**src/rtl/hrx_pkg.sv**
```systemverilog
package hrx_pkg;

    typedef enum logic [1:0] {
        HA_STAT = 2'd0,
        HA_RXH  = 2'd1,
        HA_RXL  = 2'd2,
        HA_NONE = 2'd3
    } host_addr_e;

    localparam int unsigned STAT_W    = 8;
    localparam int unsigned STAT_RXF  = 0;
    localparam int unsigned STAT_TXE  = 1;
    localparam int unsigned STAT_TRDY = 2;
    localparam int unsigned STAT_HF2  = 3;
    localparam int unsigned STAT_HF3  = 4;
    localparam int unsigned STAT_REQ  = 7;

    localparam logic [STAT_W-1:0] STAT_RST = 8'h06;

endpackage

```
**src/rtl/hrx_xfer.sv**
```systemverilog
module hrx_xfer
    import hrx_pkg::*;
#(
    parameter int unsigned BYTE_W = 8
) (
    input  logic                clk,
    input  logic                rst_n,
    input  logic                core_wr,
    input  logic [2*BYTE_W-1:0] core_word,
    input  logic                rd_acc,
    input  host_addr_e          rd_addr,
    input  logic                last_low,
    input  logic                init,
    output logic [BYTE_W-1:0]   rx_hi,
    output logic [BYTE_W-1:0]   rx_lo,
    output logic                rx_full,
    output logic                tx_full
);

    localparam int unsigned WORD_W = 2 * BYTE_W;

    typedef struct packed {
        logic [WORD_W-1:0] txw;
        logic              txf;
        logic [BYTE_W-1:0] rxh;
        logic [BYTE_W-1:0] rxl;
        logic              rxf;
    } xfer_st_t;

    xfer_st_t   st_d, st_q;
    logic       go;
    logic       done_hit;
    host_addr_e done_addr;

    always_comb begin
        st_d      = st_q;
        go        = st_q.txf & ~st_q.rxf;
        done_addr = last_low ? HA_RXL : HA_RXH;
        done_hit  = rd_acc & (rd_addr == done_addr) & st_q.rxf;

        if (go) begin
            st_d.rxh = st_q.txw[WORD_W-1:BYTE_W];
            st_d.rxl = st_q.txw[BYTE_W-1:0];
            st_d.txf = 1'b0;
            st_d.rxf = 1'b1;
        end else if (done_hit || init) begin
            st_d.rxf = 1'b0;
        end

        if (core_wr && !st_q.txf) begin
            st_d.txw = core_word;
            st_d.txf = 1'b1;
        end
    end

    always_ff @(posedge clk or negedge rst_n) begin
        if (!rst_n) begin
            st_q <= '0;
        end else begin
            st_q <= st_d;
        end
    end

    assign rx_hi   = st_q.rxh;
    assign rx_lo   = st_q.rxl;
    assign rx_full = st_q.rxf;
    assign tx_full = st_q.txf;


    xfer_go_chk: assert property (@(posedge clk) disable iff (!rst_n)
        (st_q.txf && !st_q.rxf) |=> (st_q.rxf && !st_q.txf));


    xfer_src_chk: assert property (@(posedge clk) disable iff (!rst_n)
        $rose(st_q.rxf) |-> ($past(st_q.txf) &&
                             {st_q.rxh, st_q.rxl} == $past(st_q.txw)));


    init_clr_chk: assert property (@(posedge clk) disable iff (!rst_n)
        (st_q.rxf && init) |=> !st_q.rxf);


    read_clr_chk: assert property (@(posedge clk) disable iff (!rst_n)
        (st_q.rxf && rd_acc && rd_addr == (last_low ? HA_RXL : HA_RXH)) |=> !st_q.rxf);


    read_keep_chk: assert property (@(posedge clk) disable iff (!rst_n)
        (st_q.rxf && !init && rd_acc &&
         rd_addr == (last_low ? HA_RXH : HA_RXL)) |=> st_q.rxf);


    drop_chk: assert property (@(posedge clk) disable iff (!rst_n)
        (st_q.txf && st_q.rxf) |=> $stable(st_q.txw));

endmodule

```
**src/rtl/hrx_flags.sv**
```systemverilog
module hrx_flags
    import hrx_pkg::*;
(
    input  logic              clk,
    input  logic              rst_n,
    input  logic              hf2_in,
    input  logic              hf3_in,
    input  logic              txe_in,
    input  logic              trdy_in,
    input  logic              rx_full,
    input  logic              rreq_en,
    output logic [STAT_W-1:0] stat,
    output logic              req_n
);

    typedef struct packed {
        logic hf2;
        logic hf3;
        logic txe;
        logic trdy;
    } flag_st_t;

    flag_st_t fl_d, fl_q;
    logic     req;

    always_comb begin
        fl_d.hf2  = hf2_in;
        fl_d.hf3  = hf3_in;
        fl_d.txe  = txe_in;
        fl_d.trdy = trdy_in;

        req = rreq_en & rx_full;

        stat            = '0;
        stat[STAT_RXF]  = rx_full;
        stat[STAT_TXE]  = fl_q.txe;
        stat[STAT_TRDY] = fl_q.trdy;
        stat[STAT_HF2]  = fl_q.hf2;
        stat[STAT_HF3]  = fl_q.hf3;
        stat[STAT_REQ]  = req;
    end

    always_ff @(posedge clk or negedge rst_n) begin
        if (!rst_n) begin
            fl_q.hf2  <= STAT_RST[STAT_HF2];
            fl_q.hf3  <= STAT_RST[STAT_HF3];
            fl_q.txe  <= STAT_RST[STAT_TXE];
            fl_q.trdy <= STAT_RST[STAT_TRDY];
        end else begin
            fl_q <= fl_d;
        end
    end

    assign req_n = ~req;


    hf_smp_chk: assert property (@(posedge clk) disable iff (!rst_n)
        1'b1 |=> (stat[STAT_HF3] == $past(hf3_in) && stat[STAT_HF2] == $past(hf2_in)));


    req_rise_chk: assert property (@(posedge clk) disable iff (!rst_n)
        ($rose(rx_full) && rreq_en) |-> !req_n);

endmodule

```
**src/rtl/hrx_status_top.sv**
```systemverilog
module hrx_status_top
    import hrx_pkg::*;
#(
    parameter int unsigned BYTE_W = 8
) (
    input  logic                clk,
    input  logic                rst_n,
    input  logic                core_wr,
    input  logic [2*BYTE_W-1:0] core_word,
    output logic                core_tx_full,
    input  logic                hf2_in,
    input  logic                hf3_in,
    input  logic                h2c_empty_in,
    input  logic                h2c_ready_in,
    input  logic                host_rd,
    input  logic                host_wr,
    input  logic [1:0]          host_addr,
    output logic [BYTE_W-1:0]   host_rdata,
    input  logic                last_byte_low,
    input  logic                host_init,
    input  logic                rreq_en,
    output logic                host_req_n
);

    host_addr_e        addr;
    logic              rd_acc;
    logic [BYTE_W-1:0] rx_hi, rx_lo;
    logic              rx_full;
    logic [STAT_W-1:0] stat;

    assign addr   = host_addr_e'(host_addr);
    assign rd_acc = host_rd & ~host_wr;

    hrx_xfer #(.BYTE_W(BYTE_W)) u_xfer (
        .clk       (clk),
        .rst_n     (rst_n),
        .core_wr   (core_wr),
        .core_word (core_word),
        .rd_acc    (rd_acc),
        .rd_addr   (addr),
        .last_low  (last_byte_low),
        .init      (host_init),
        .rx_hi     (rx_hi),
        .rx_lo     (rx_lo),
        .rx_full   (rx_full),
        .tx_full   (core_tx_full)
    );

    hrx_flags u_flags (
        .clk     (clk),
        .rst_n   (rst_n),
        .hf2_in  (hf2_in),
        .hf3_in  (hf3_in),
        .txe_in  (h2c_empty_in),
        .trdy_in (h2c_ready_in),
        .rx_full (rx_full),
        .rreq_en (rreq_en),
        .stat    (stat),
        .req_n   (host_req_n)
    );

    always_comb begin
        case (addr)
            HA_STAT: host_rdata = BYTE_W'(stat);
            HA_RXH:  host_rdata = rx_hi;
            HA_RXL:  host_rdata = rx_lo;
            default: host_rdata = '0;
        endcase
    end


    wr_noclr_chk: assert property (@(posedge clk) disable iff (!rst_n)
        (host_wr && !host_init && rx_full) |=> rx_full);

endmodule

```
**config.mk**
```make
export PLATFORM = sky130hd
export DESIGN_NAME = hrx_status_top
export DESIGN_NICKNAME = d
export VERILOG_FILES = /design/src/rtl/hrx_pkg.sv /design/src/rtl/hrx_xfer.sv /design/src/rtl/hrx_flags.sv /design/src/rtl/hrx_status_top.sv
export SDC_FILE = /design/constraint.sdc
export NUM_CORES = 1
export LEC_CHECK = 0
export BUFFER_PORTS_ARGS = -buffer_cell sky130_fd_sc_hd__buf_2
export CAP_MARGIN = 10
export CORE_UTILIZATION = 53
export DETAILED_ROUTE_END_ITERATION = 10
export PLACE_DENSITY = 0.79
export SETUP_SLACK_MARGIN = 0.1
export SLEW_MARGIN = 15
export SYNTH_ARGS = -nofsm -noshare
export SYNTH_HDL_FRONTEND = slang
export SYNTH_HIERARCHICAL = 1
export SYNTH_SLANG_ARGS = --single-unit
```
**constraint.sdc**
```tcl
create_clock -name clk -period 1.7 [get_ports clk]
set_input_delay 0.085 -clock clk [delete_from_list [all_inputs] [get_ports clk]]
set_output_delay 0.085 -clock clk [all_outputs]
set_load 0.05 [all_outputs]
```
==> flow_metrics.env, run 1 <==
export IMPL_synth_compound_area_share_pct=4.84
export IMPL_synth_area_leader_cell="dfrtp_1"
export IMPL_initial_core_util_pct=55.0
export IMPL_final_area_um2=2160
export IMPL_relSlewSlack_pct=45.5
export IMPL_period_share_pct=87.1
export IMPL_rr_worst_depth=3
export IMPL_detail_route_antenna_nets=0
export IMPL_clkTransAtPathRegs_ps=100
export IMPL_synth_fa_ha_area_share_pct=0
export IMPL_power_w=0.00350
export IMPL_yosysSeqAreaShare_pct=51.9
export IMPL_antenna_found_initial=0
export IMPL_dieArea_um2=3700
export IMPL_hold_path_depth=3
export IMPL_dpl_cell_count=187
export IMPL_die_w_um=60.9
export IMPL_syn_area_per_cell_um2=14.7
export IMPL_wl_um=2980
export IMPL_area_growth_pct=17.9
export IMPL_synth_area_leaders="dfrtp_1 (49%), mux2_2 (13%), buf_4 (8.2%), mux2_4 (8.2%), mux2i_1 (4.4%)"
export IMPL_max_freq_ghz=0.675
export IMPL_fin_skew_ps=8.03
export IMPL_crit_path_max_fanout=6
export IMPL_grt_overflow=0
export IMPL_yosys_warnings=6
export IMPL_io_pins=40
export IMPL_clock_path_buffers=2
export IMPL_r2r_end="u_xfer/st_q[33]"
export IMPL_port_buffers=39
export IMPL_gp_congestion=0.720
export IMPL_viasPerCell=4.78
export IMPL_grt_max_degree=39
export IMPL_synth_simple_area_share_pct=3.82
export IMPL_track_usage_pct=18.2
export IMPL_dp_hpwl_um=2130
export IMPL_r2r_start="u_xfer/tx_full"
export IMPL_arrival_ps=1400
export IMPL_fin_crit_ps=1480
export IMPL_detailed_place_area_um2=1890
export IMPL_cp_start_kind="flop"
export IMPL_r2r_setup_slack_ps=330
export IMPL_hold_end="u_xfer/rx_full"
export IMPL_insertion_delay_ps=330
export IMPL_post_route_util_pct=64.8
export IMPL_status="complete, no violations"
export IMPL_setup_violations=0
export IMPL_nNetsFinal=199
export IMPL_via_count=1032
export IMPL_end_kind="primary output"
export IMPL_drc_errors=0
export IMPL_hold_violations=0
export IMPL_leakage_nw=1.01
export IMPL_cts_tree="built"
export IMPL_slew_violations=0
export IMPL_routedWlPerCell_um=13.8
export IMPL_htreeDepth=2
export IMPL_power_density_nw_per_um2=1620
export IMPL_drt_first_pass_iters=3
export IMPL_synthCells=125
export IMPL_cts_root_buf="clkbuf_4"
export IMPL_grt_first_pass_wirelength_um=4670
export IMPL_first_global_vias=993
export IMPL_die_h_um=60.9
export IMPL_clock_sinks=38
export IMPL_cts_buffers=5
export IMPL_synthMuxAreaShare_pct=26.0
export IMPL_synth_xor_area_share_pct=0
export IMPL_syn_area_um2=1840
export IMPL_ys_seq_elements=38
export IMPL_core_area_um2=3340
export IMPL_tightest_slew_ps=817
export IMPL_drive_gt1_share_pct=51.2
export IMPL_ir_worst_vdd_v=0.000857
export IMPL_worst_ep_required_time_ps=1620
export IMPL_synthDistinctLibCells=19
export IMPL_fillers=269
export IMPL_num_rows=21
export IMPL_rsz0062_at_grt="false"
export IMPL_hp_start="host_init"
export IMPL_drt_iter0_markers=25
export IMPL_post_cts_setup_buffers=0
export IMPL_hold_class="input pin to flop"
export IMPL_fin_cells=216
export IMPL_path_class="flop to primary output"
export IMPL_drv_cap=0
export IMPL_diodes=0
export IMPL_synth_top_family_by_area="multiplexers"
export IMPL_fin_setup_tns_ps=0
export IMPL_synth_top_area_share_pct=49.1
## kinds of logic after synthesis
logic type	count (synthesis)
other cells	1
flops	38
simple gates	8
buf+inv	28
compound gates	10
mux	40
## through the flow
stage / hold WS, ps / worst slack (ps)
final: 79.0 / 219
after global routing: 72.9 / 127
after CTS: 61.6 / 149
after detailed placement: 192 / 331
after global placement: 191 / 373
after floorplan: -211 / 134
## registers in the layout (all words and copies together) (netlist names)
register	count
u_flags/stat	4
u_xfer/rx_lo	8
u_xfer/rx_full	1
u_xfer/st_q	16
u_xfer/tx_full	1
u_xfer/rx_hi	8
## layout by cell type (no fill, tap or decap), drive strengths merged, types with 2 or more instances in the layout
master,count
o2bb2ai,8
mux2,32
nor2b,4
dfrtp,36
mux2i,8
buf,42
dlygate4sd3,21
conb,2
dfstp,2
clkbuf,7
## how the worst max path moves through the flow
stage,startpoint,end,slack (ps),depth (start not counted)
2_1_floorplan,u_xfer/rx_full,host_rdata[7],130,4
3_3_place_gp,u_xfer/rx_full,u_xfer/rx_lo[4],370,3
3_5_place_dp,u_xfer/tx_full,u_xfer/st_q[33],330,3
4_1_cts,u_xfer/rx_full,host_rdata[7],150,4
5_1_grt,u_xfer/rx_full,host_rdata[7],130,4
6_report,u_xfer/rx_full,host_rdata[7],220,4
## worst max-delay path: stages, from the launching register on
cell	delay (ps)
dfrtp_2	480
and2_1	160
mux2i_1	140
o2bb2ai_1	90
buf_4	190
## repair_timing
action,CTS,global route
hold buffers,21,0
endpoints found under the setup margin,1,1
endpoints found under the hold margin,56,0
gates resized for setup,1,2
## metal layers
metal  routed length [µm]  up-vias  share of wire [%]  global-route usage, %
li1                     -      501                  -                      -
met1                 1350      495                 45                   23.3
met2                 1450       31                 49                   30.0
met3                  129        5                4.3                   4.05
met4                   40        0                1.3                   7.79
met5                    0        -                  0                      0
## layout make-up
| type | instances | area (µm²) | area share, % |
|---|---|---|---|
| sequential | 38 | 955 | 44.1 |
| multi-input combinational | 60 | 644 | 29.8 |
| timing repair buffer | 63 | 443 | 20.5 |
| tap | 46 | 57.6 | 2.66 |
| clock buffer | 7 | 55.1 | 2.54 |
| clock inverter | 1 | 5.00 | 0.231 |
| inverter | 1 | 3.75 | 0.174 |
## power breakdown
| part | leakage [nW] | total [W] | switching (W) | internal [W] |
|---|---|---|---|---|
| clock network | 0.0353 | 0.000461 | 0.000261 | 0.000200 |
| registers | 0.442 | 0.00159 | 0.000256 | 0.00133 |
| logic | 0.534 | 0.00145 | 0.000646 | 0.000805 |
| total | 1.01 | 0.00350 | 0.00116 | 0.00234 |
## synth_stat cells
master	n
nor2b_4	2
a21o_2	1
dfrtp_1	36
o2bb2ai_1	8
nand4bb_1	1
a41o_1	1
mux2_4	10
mux2i_1	8
buf_12	1
nor2b_1	2
nand4b_1	1
and2_1	1
nand2_1	1
buf_4	20
dfstp_2	2
buf_6	6
conb_1	1
mux2_2	22
inv_1	1
No activity file was read; power rests on OpenSTA's default activity.
==> run 2, diff against run 1 <==
--- a/config.mk
+++ b/config.mk
@@ -7,7 +7,9 @@
 export LEC_CHECK = 0
 export BUFFER_PORTS_ARGS = -buffer_cell sky130_fd_sc_hd__buf_2
 export CAP_MARGIN = 10
-export CORE_UTILIZATION = 53
+export CELL_PAD_IN_SITES_DETAIL_PLACEMENT = 1
+export CELL_PAD_IN_SITES_GLOBAL_PLACEMENT = 1
+export CORE_UTILIZATION = 43
 export DETAILED_ROUTE_END_ITERATION = 10
 export PLACE_DENSITY = 0.79
 export SETUP_SLACK_MARGIN = 0.1
==> flow_metrics.env, run 2 (synthesis gave the netlist of run 1 again) <==
export IMPL_drc_errors=0
export IMPL_cts_buffers=5
export IMPL_ir_worst_vdd_v=0.000720
export IMPL_power_w=0.00364
export IMPL_largest_register="u_xfer/st_q"
export IMPL_largest_reg_flops=16
export IMPL_setup_violations=0
export IMPL_area_growth_pct=10.9
export IMPL_crit_path_max_fanout=6
export IMPL_grt_first_pass_wirelength_um=5350
export IMPL_hold_violations=0
export IMPL_antenna_found_initial=0
export IMPL_clock_path_buffers=2
export IMPL_cp_startpoint="u_xfer/rx_full"
export IMPL_io_pins=40
export IMPL_cts_resized=0
export IMPL_final_cell_mix="buf_2 (39), dfrtp_1 (36), mux2_2 (22), mux2_4 (10)"
export IMPL_arrival_ps=1380
export IMPL_worst_ep_required_time_ps=1620
export IMPL_nNetsFinal=183
export IMPL_whs_ps=26.1
export IMPL_viasPerCell=4.92
export IMPL_r2r_end="u_xfer/rx_lo[1]"
export IMPL_end_kind="primary output"
export IMPL_die_h_um=67.3
export IMPL_dieArea_um2=4530
export IMPL_crit_end="host_rdata[7]"
export IMPL_leakage_nw=0.957
export IMPL_path_class="flop to primary output"
export IMPL_cts_root_buf="clkbuf_8"
export IMPL_detail_route_antenna_nets=0
export IMPL_diodes=0
export IMPL_initial_core_util_pct=45.2
export IMPL_port_buffers=39
export IMPL_drv_cap=0
export IMPL_layout_commonest_cell="buf_2"
export IMPL_fillers=424
export IMPL_die_w_um=67.3
export IMPL_cp_start_kind="flop"
export IMPL_fin_skew_ps=8.27
export IMPL_tightest_slew_ps=819
export IMPL_slew_violations=0
export IMPL_drt_iter0_markers=19
export IMPL_cts_tree="built"
export IMPL_wl_um=3350
export IMPL_hold_path_depth=2
export IMPL_first_global_vias=1065
export IMPL_routedWlPerCell_um=16.4
export IMPL_track_usage_pct=17.2
export IMPL_status="complete, no violations"
export IMPL_clock_sinks=38
export IMPL_period_share_pct=86.0
export IMPL_power_density_nw_per_um2=1790
export IMPL_drive_gt1_share_pct=55.8
export IMPL_grt_max_degree=39
export IMPL_dp_hpwl_um=2480
export IMPL_hold_class="input pin to flop"
export IMPL_r2r_setup_slack_ps=300
export IMPL_multi_input_area_um2=644
export IMPL_fin_crit_ps=1460
export IMPL_max_freq_ghz=0.684
export IMPL_insertion_delay_ps=280
export IMPL_clkTransAtPathRegs_ps=70
export IMPL_via_count=1004
export IMPL_rsz0062_at_grt="false"
export IMPL_post_route_util_pct=50.2
export IMPL_core_area_um2=4060
export IMPL_relSlewSlack_pct=45.4
export IMPL_seqCellArea_um2=953
export IMPL_grt_overflow=0
export IMPL_num_rows=23
export IMPL_htreeDepth=2
export IMPL_drt_first_pass_iters=3
export IMPL_fin_setup_tns_ps=0
export IMPL_rr_worst_depth=3
export IMPL_gp_congestion=0.751
export IMPL_r2r_start="u_xfer/rx_full"
==> run 2: cell count changes in the layout (fill, tap and decap cells not counted) <==
cell / delta
dfrtp_1: +1
dfrtp_2: -1
clkbuf_4: -5
buf_4: -1
buf_2: +1
clkbuf_8: +5
dlygate4sd3_1: -16
==> run 2: final cells by class <==
cell class                      count  share of cell area (%)
Clock buffer                        7                    4.24
Clock inverter                      1                   0.246
Sequential cell                    38                    46.8
Tap cell                           50                    3.07
Timing Repair Buffer               47                    13.8
Inverter                            1                   0.184
Multi-Input combinational cell     60                    31.7
==> run 2: where the power goes <==
| group | switching (W) | total, W | internal (W) |
|---|---|---|---|
| logic | 0.000655 | 0.00143 | 0.000777 |
| clock network | 0.000293 | 0.000620 | 0.000327 |
| registers | 0.000259 | 0.00159 | 0.00133 |
==> run 2: timing repair <==
| item | 4_1_cts | 5_1_grt |
|---|---|---|
| buffers inserted | 0 | 0 |
| hold endpoints to repair | 40 | 0 |
| hold buffers | 5 | 0 |
==> run 2: critical path: stages (launching register included) <==
cell       delay [ps]
dfrtp_1           460
and2_1            160
mux2i_1            60
o2bb2ai_1         140
buf_2             280
==> run 2: worst min path at each step <==
stage	from	to	slack [ps]
2_1_floorplan	rst_n	u_flags/stat[3]	-210
3_3_place_gp	h2c_ready_in	u_flags/stat[2]	190
3_5_place_dp	h2c_ready_in	u_flags/stat[2]	190
4_1_cts	core_word[2]	u_xfer/st_q[20]	20
5_1_grt	core_word[3]	u_xfer/st_q[21]	20
6_report	core_word[2]	u_xfer/st_q[20]	30
==> run 2: layer usage <==
layer | up-vias | GRT usage (%) | wire length (µm) | share of wire [%]
met5 | - | 0 | 0 | 0
met4 | 0 | 7.18 | 29 | 0.87
met3 | 4 | 4.90 | 198 | 5.9
met2 | 31 | 28.1 | 1690 | 50
met1 | 499 | 21.2 | 1440 | 43
li1 | 470 | - | - | -
==> run 2: stage by stage <==
step / setup WS (ps) / std cells / area (µm²)
finish: 238 / 204 / 2040
global route: 116 / 204 / 2040
CTS: 209 / 204 / 2040
detailed placement: 311 / 191 / 1890
global placement: 339 / 191 / 1890
floorplan: 134 / 126 / 1840
